--- src/rtl/nfc_pkg.sv ---
package nfc_pkg;
  localparam int NUM_EXC = 6;
  localparam int CW_W    = 16;
  localparam logic [CW_W-1:0] CW_INIT = 16'h037F;
  localparam int SUM_BIT = 7;

  typedef enum int {
    EXC_INVALID = 0,
    EXC_DENORM  = 1,
    EXC_ZDIV    = 2,
    EXC_OVF     = 3,
    EXC_UNF     = 4,
    EXC_PREC    = 5
  } exc_idx_e;
endpackage

--- src/rtl/nfc_ctrl_word.sv ---
module nfc_ctrl_word #(
  parameter int CW_W = nfc_pkg::CW_W,
  parameter logic [CW_W-1:0] CW_INIT = nfc_pkg::CW_INIT
) (
  input  logic            clk,
  input  logic            rst_n,
  input  logic            init_cmd,
  input  logic            wr_en,
  input  logic [CW_W-1:0] wr_data,
  output logic [CW_W-1:0] cw_q
);
  logic [CW_W-1:0] cw_d;

  always_comb begin
    cw_d = cw_q;
    if (init_cmd)   cw_d = CW_INIT;
    else if (wr_en) cw_d = wr_data;
  end

  always_ff @(posedge clk or negedge rst_n) begin
    if (!rst_n) cw_q <= CW_INIT;
    else        cw_q <= cw_d;
  end
endmodule

--- src/rtl/nfc_flag_bank.sv ---
module nfc_flag_bank #(
  parameter int NUM_EXC = nfc_pkg::NUM_EXC,
  parameter int SW_W    = nfc_pkg::CW_W,
  parameter int SUM_BIT = nfc_pkg::SUM_BIT
) (
  input  logic               clk,
  input  logic               rst_n,
  input  logic               init_cmd,
  input  logic               clr_flags,
  input  logic [NUM_EXC-1:0] ev,
  input  logic [NUM_EXC-1:0] mask,
  output logic [NUM_EXC-1:0] flags_q,
  output logic [SW_W-1:0]    status,
  output logic               use_default
);
  logic [NUM_EXC-1:0] absorbed;

  for (genvar i = 0; i < NUM_EXC; i++) begin : g_flag
    logic flag_d;
    always_comb begin
      if (init_cmd)       flag_d = 1'b0;
      else if (clr_flags) flag_d = ev[i];
      else                flag_d = flags_q[i] | ev[i];
    end
    always_ff @(posedge clk or negedge rst_n) begin
      if (!rst_n) flags_q[i] <= 1'b0;
      else        flags_q[i] <= flag_d;
    end
    assign absorbed[i] = ev[i] & mask[i];
  end

  assign use_default = |absorbed;

  always_comb begin
    status = '0;
    status[NUM_EXC-1:0] = flags_q;
    status[SUM_BIT] = |(flags_q & ~mask);
  end
endmodule

--- src/rtl/nfc_fault_track.sv ---
module nfc_fault_track #(
  parameter int NUM_EXC = nfc_pkg::NUM_EXC
) (
  input  logic               clk,
  input  logic               rst_n,
  input  logic               init_cmd,
  input  logic               clr_flags,
  input  logic               insn_start,
  input  logic               wait_req,
  input  logic [NUM_EXC-1:0] ev,
  input  logic [NUM_EXC-1:0] mask,
  output logic               pend_q,
  output logic               taken
);
  logic raise;
  logic consume;
  logic pend_d;

  assign raise   = |(ev & ~mask);
  assign taken   = pend_q & (insn_start | wait_req);
  assign consume = taken | clr_flags;

  always_comb begin
    if (init_cmd) pend_d = 1'b0;
    else          pend_d = raise | (pend_q & ~consume);
  end

  always_ff @(posedge clk or negedge rst_n) begin
    if (!rst_n) pend_q <= 1'b0;
    else        pend_q <= pend_d;
  end
endmodule

--- src/rtl/numeric_fault_ctrl.sv ---
module numeric_fault_ctrl #(
  parameter int NUM_EXC = nfc_pkg::NUM_EXC,
  parameter int CW_W    = nfc_pkg::CW_W
) (
  input  logic               clk,
  input  logic               rst_n,
  input  logic [NUM_EXC-1:0] ev_pulse,
  input  logic               insn_start,
  input  logic               wait_req,
  input  logic               cw_we,
  input  logic [CW_W-1:0]    cw_wdata,
  input  logic               init_cmd,
  input  logic               clr_flags,
  output logic [CW_W-1:0]    ctrl_word,
  output logic [CW_W-1:0]    status_word,
  output logic               use_default,
  output logic               fault_pending,
  output logic               fault_taken
);
  logic [NUM_EXC-1:0] mask;
  logic [NUM_EXC-1:0] flags;

  nfc_ctrl_word #(.CW_W(CW_W)) u_cw (
    .clk(clk), .rst_n(rst_n), .init_cmd(init_cmd),
    .wr_en(cw_we), .wr_data(cw_wdata), .cw_q(ctrl_word)
  );

  assign mask = ctrl_word[NUM_EXC-1:0];

  nfc_flag_bank #(.NUM_EXC(NUM_EXC), .SW_W(CW_W)) u_flags (
    .clk(clk), .rst_n(rst_n), .init_cmd(init_cmd), .clr_flags(clr_flags),
    .ev(ev_pulse), .mask(mask), .flags_q(flags), .status(status_word),
    .use_default(use_default)
  );

  nfc_fault_track #(.NUM_EXC(NUM_EXC)) u_fault (
    .clk(clk), .rst_n(rst_n), .init_cmd(init_cmd), .clr_flags(clr_flags),
    .insn_start(insn_start), .wait_req(wait_req), .ev(ev_pulse), .mask(mask),
    .pend_q(fault_pending), .taken(fault_taken)
  );
endmodule

--- config.mk ---
export PLATFORM = sky130hd
export DESIGN_NAME = numeric_fault_ctrl
export DESIGN_NICKNAME = d
export VERILOG_FILES = /design/src/rtl/nfc_pkg.sv /design/src/rtl/nfc_ctrl_word.sv /design/src/rtl/nfc_flag_bank.sv /design/src/rtl/nfc_fault_track.sv /design/src/rtl/numeric_fault_ctrl.sv
export SDC_FILE = /design/constraint.sdc
export NUM_CORES = 1
export LEC_CHECK = 0
export BUFFER_PORTS_ARGS = -buffer_cell sky130_fd_sc_hd__buf_2
export CORE_MARGIN = 2
export CORE_UTILIZATION = 46
export CTS_BUF_LIST = sky130_fd_sc_hd__clkbuf_2 sky130_fd_sc_hd__clkbuf_4 sky130_fd_sc_hd__clkbuf_8
export CTS_CLUSTER_DIAMETER = 40
export CTS_CLUSTER_SIZE = 28
export DETAILED_ROUTE_END_ITERATION = 10
export PLACE_DENSITY = 0.92
export SYNTH_ARGS = -nofsm -noshare
export SYNTH_HDL_FRONTEND = slang
export SYNTH_HIERARCHICAL = 1
export SYNTH_SLANG_ARGS = --single-unit
--- constraint.sdc ---
create_clock -name clk -period 1.5 [get_ports clk]
set_input_delay 0.3 -clock clk [delete_from_list [all_inputs] [get_ports clk]]
set_output_delay 0.3 -clock clk [all_outputs]
set_load 0.005 [all_outputs]
==> flow_metrics.env <==
export IMPL_status="complete, but fails checks"
export IMPL_violations="setup timing"
export IMPL_die_width_um=54.8
export IMPL_path_max_fanout=2
export IMPL_grt_pass1_vias=972
export IMPL_holdPathStages=2
export IMPL_ys_seq_elements=23
export IMPL_path_clk_slew_ns=0.12
export IMPL_vdd_drop_max_mv=0.568
export IMPL_drt_iter0_drc=17
export IMPL_cp_endpoint="status_word[7]"
export IMPL_viasPerCell=5.10
export IMPL_antenna_found_initial=0
export IMPL_start_kind="flop"
export IMPL_synth_area_per_cell_um2=10.4
export IMPL_critPathArrivalTime_ns=1.44
export IMPL_crit_type="flop to primary output"
export IMPL_syn_area_um2=1190
export IMPL_finalCritPeriodShare_pct=116
export IMPL_p_leak_nw=0.804
export IMPL_synth_cell_types=23
export IMPL_r2r_end="u_fault/pend_q$_DFF_PN0_"
export IMPL_cp_slowest_stage_delay_ns=0.57
export IMPL_cts_max_level=1
export IMPL_grt_usage_pct=18.1
export IMPL_fin_worst_skew_ns=0.00459
export IMPL_min_period_ns=1.74
export IMPL_grt_ovfl_total=0
export IMPL_crit_path_start="u_cw/cw_q[5]$_DFFE_PN1P_"
export IMPL_drive_gt1_share_pct=46.4
export IMPL_io_buffers=54
export IMPL_crit_required_ns=1.20
export IMPL_setup_slack_ns=-0.241
export IMPL_ant_nets=0
export IMPL_rr_worst_depth=4
export IMPL_powerDensity_nw_per_um2=843
export IMPL_critical_path_depth=3
export IMPL_clock_fmax_mhz=574
export IMPL_grt_pass1_wl_um=3950
export IMPL_final_cells=198
export IMPL_clock_sinks=23
export IMPL_hold_violations=0
export IMPL_p_total_mw=1.25
export IMPL_n_fill_cell=209
export IMPL_drc=0
export IMPL_vias=1010
export IMPL_fp_coreArea_um2=2450
export IMPL_numCtsBuffers=3
export IMPL_start_util_pct=48.4
export IMPL_die_h_um=54.8
export IMPL_ioPinCount=64
export IMPL_wl_um=2600
export IMPL_layout_commonest_cell="buf_2"
export IMPL_endpoint_kind="primary output"
export IMPL_rsz0062_at_grt="true"
export IMPL_min_delay_start="cw_wdata[8]"
export IMPL_diodes=0
export IMPL_fin_area_um2=1480
export IMPL_cts_root_buffer="clkbuf_4"
export IMPL_area_growth_synth_to_final_pct=24.9
export IMPL_multi_input_area_um2=458
export IMPL_mostFrequentLayoutCells="54 x buf_2, 14 x dfrtp_1, 13 x nor2_1, 11 x inv_1"
export IMPL_cts_buffer_depth=2
export IMPL_maxCapViolCount=0
export IMPL_setup_violations=2
export IMPL_hpwlAfterDp_um=1840
export IMPL_crit_chain="o22ai_2 > or3_1 > buf_2"
export IMPL_hp_class="input port to flop"
export IMPL_netlist_instances=114
export IMPL_wl_per_cell_um=13.1
export IMPL_grt_max_degree=26
export IMPL_r2r_start="u_cw/cw_q[2]$_DFFE_PN1P_"
export IMPL_clk_latency_ns=0.30
export IMPL_dieArea_um2=3000
export IMPL_ys_warnings_count=6
export IMPL_rrSetupSlack_ns=0.25
export IMPL_cp_slowest_cell="dfstp_2"
export IMPL_seq_area_um2=587
export IMPL_crit_family="flip-flops"
export IMPL_hold_ws_ns=0.208
export IMPL_worst_path_buf_inv=1
export IMPL_final_max_slew_violation_count=0
export IMPL_cts_tree="built"
export IMPL_final_nets=198
export IMPL_placed_cells=187
export IMPL_ys_seq_area_share_pct=49.4
export IMPL_pre_cts_slack_ns=0.0724
export IMPL_num_rows=18
export IMPL_place_gp_congestion=0.745
export IMPL_first_pass_iters=4
export IMPL_dpl_cell_area_um2=1370
[synth_stat cells]
cell type | number | area [µm²]
a31oi_1 | 1 | 6.26
mux2i_1 | 7 | 70.1
dfstp_2 | 9 | 236
nor2b_1 | 6 | 37.5
conb_1 | 1 | 3.75
a22oi_1 | 3 | 22.5
buf_6 | 1 | 11.3
a21oi_1 | 8 | 40.0
dfrtp_1 | 14 | 350
clkbuf_1 | 1 | 3.75
buf_2 | 1 | 5.00
inv_1 | 11 | 41.3
nand3_1 | 1 | 5.00
o22ai_1 | 3 | 18.8
o21a_1 | 1 | 7.51
and2b_1 | 5 | 37.5
nor2_1 | 13 | 48.8
buf_4 | 15 | 113
a211o_1 | 9 | 78.8
a221oi_1 | 1 | 8.76
buf_12 | 1 | 20.0
or3_1 | 1 | 6.26
nor4b_2 | 1 | 15.0
[how the worst min path moves through the flow]
stage / to / slack, ns
after global routing: u_cw/cw_q[0]$_DFFE_PN1P_ / 0.19
final: u_cw/cw_q[8]$_DFFE_PN1P_ / 0.21
after floorplan: u_cw/cw_q[10]$_DFFE_PN0P_ / 0.004
after global placement: u_flags/flags_q[0]$_DFF_PN0_ / 0.28
after CTS: u_cw/cw_q[8]$_DFFE_PN1P_ / 0.19
after detailed placement: u_flags/flags_q[1]$_DFF_PN0_ / 0.30
[kinds of logic (layout without fill, tap and decap cells)]
kind of cell / Yosys count / in the layout / synth area share, %
other: 1 / 9 / 0.316
buffers and inverters: 30 / 76 / 16.3
AND/OR/NAND/NOR: 27 / 27 / 12.6
AO/OA/AOI/OAI: 26 / 26 / 15.4
flip-flops: 23 / 23 / 49.4
multiplexers: 7 / 7 / 5.90
[stage by stage]
stage	TNS (ns)	util, %
3_3_place_gp	0	55.9
6_report	-0.307	60.4
5_1_grt	-0.405	60.4
2_1_floorplan	0	-
3_5_place_dp	0	55.9
4_1_cts	-0.293	59.6
[state kept, by name, summed over array words and instances, names as in the netlist]
name and cells:
u_fault/pend_q 1, u_flags/flags_q 6, u_cw/cw_q 16
[layer usage]
layer,wire length [µm],vias up,track usage [%],share of wire [%]
met5,0,-,0,0
met4,31,0,7.08,1.2
met3,261,4,3.01,10
met2,1240,62,33.9,48
met1,1060,476,19.9,41
li1,-,468,-,-
[timing repair]
item	in CTS	in global routing
buffers inserted	6	1
setup endpoints to repair	1	2
gates resized for setup	1	4
endpoints found under the hold margin	14	0
hold buffers	1	0
pin swaps	3	4
[worst reg2reg max path, delay by kind of cell (launching register included)]
| kind | cells | cell delay [ns] |
|---|---|---|
| AOI/OAI and AO/OA | 2 | 0.40 |
| buffers and inverters | 2 | 0.17 |
| DFF | 1 | 0.56 |
[layout make-up]
class,count,share of cell area [%]
Multi-Input combinational cell,69,30.9
Clock buffer,4,2.03
Sequential cell,23,39.6
Tap cell,30,2.53
Timing Repair Buffer,61,22.2
Inverter,11,2.78
[where the power goes]
| part | internal [mW] | switching [mW] | total, mW | leakage [nW] |
|---|---|---|---|---|
| logic | 0.131 | 0.129 | 0.260 | 0.509 |
| registers | 0.672 | 0.0252 | 0.698 | 0.277 |
| clock network | 0.122 | 0.171 | 0.293 | 0.0184 |
(Power assumes the default switching activity.)
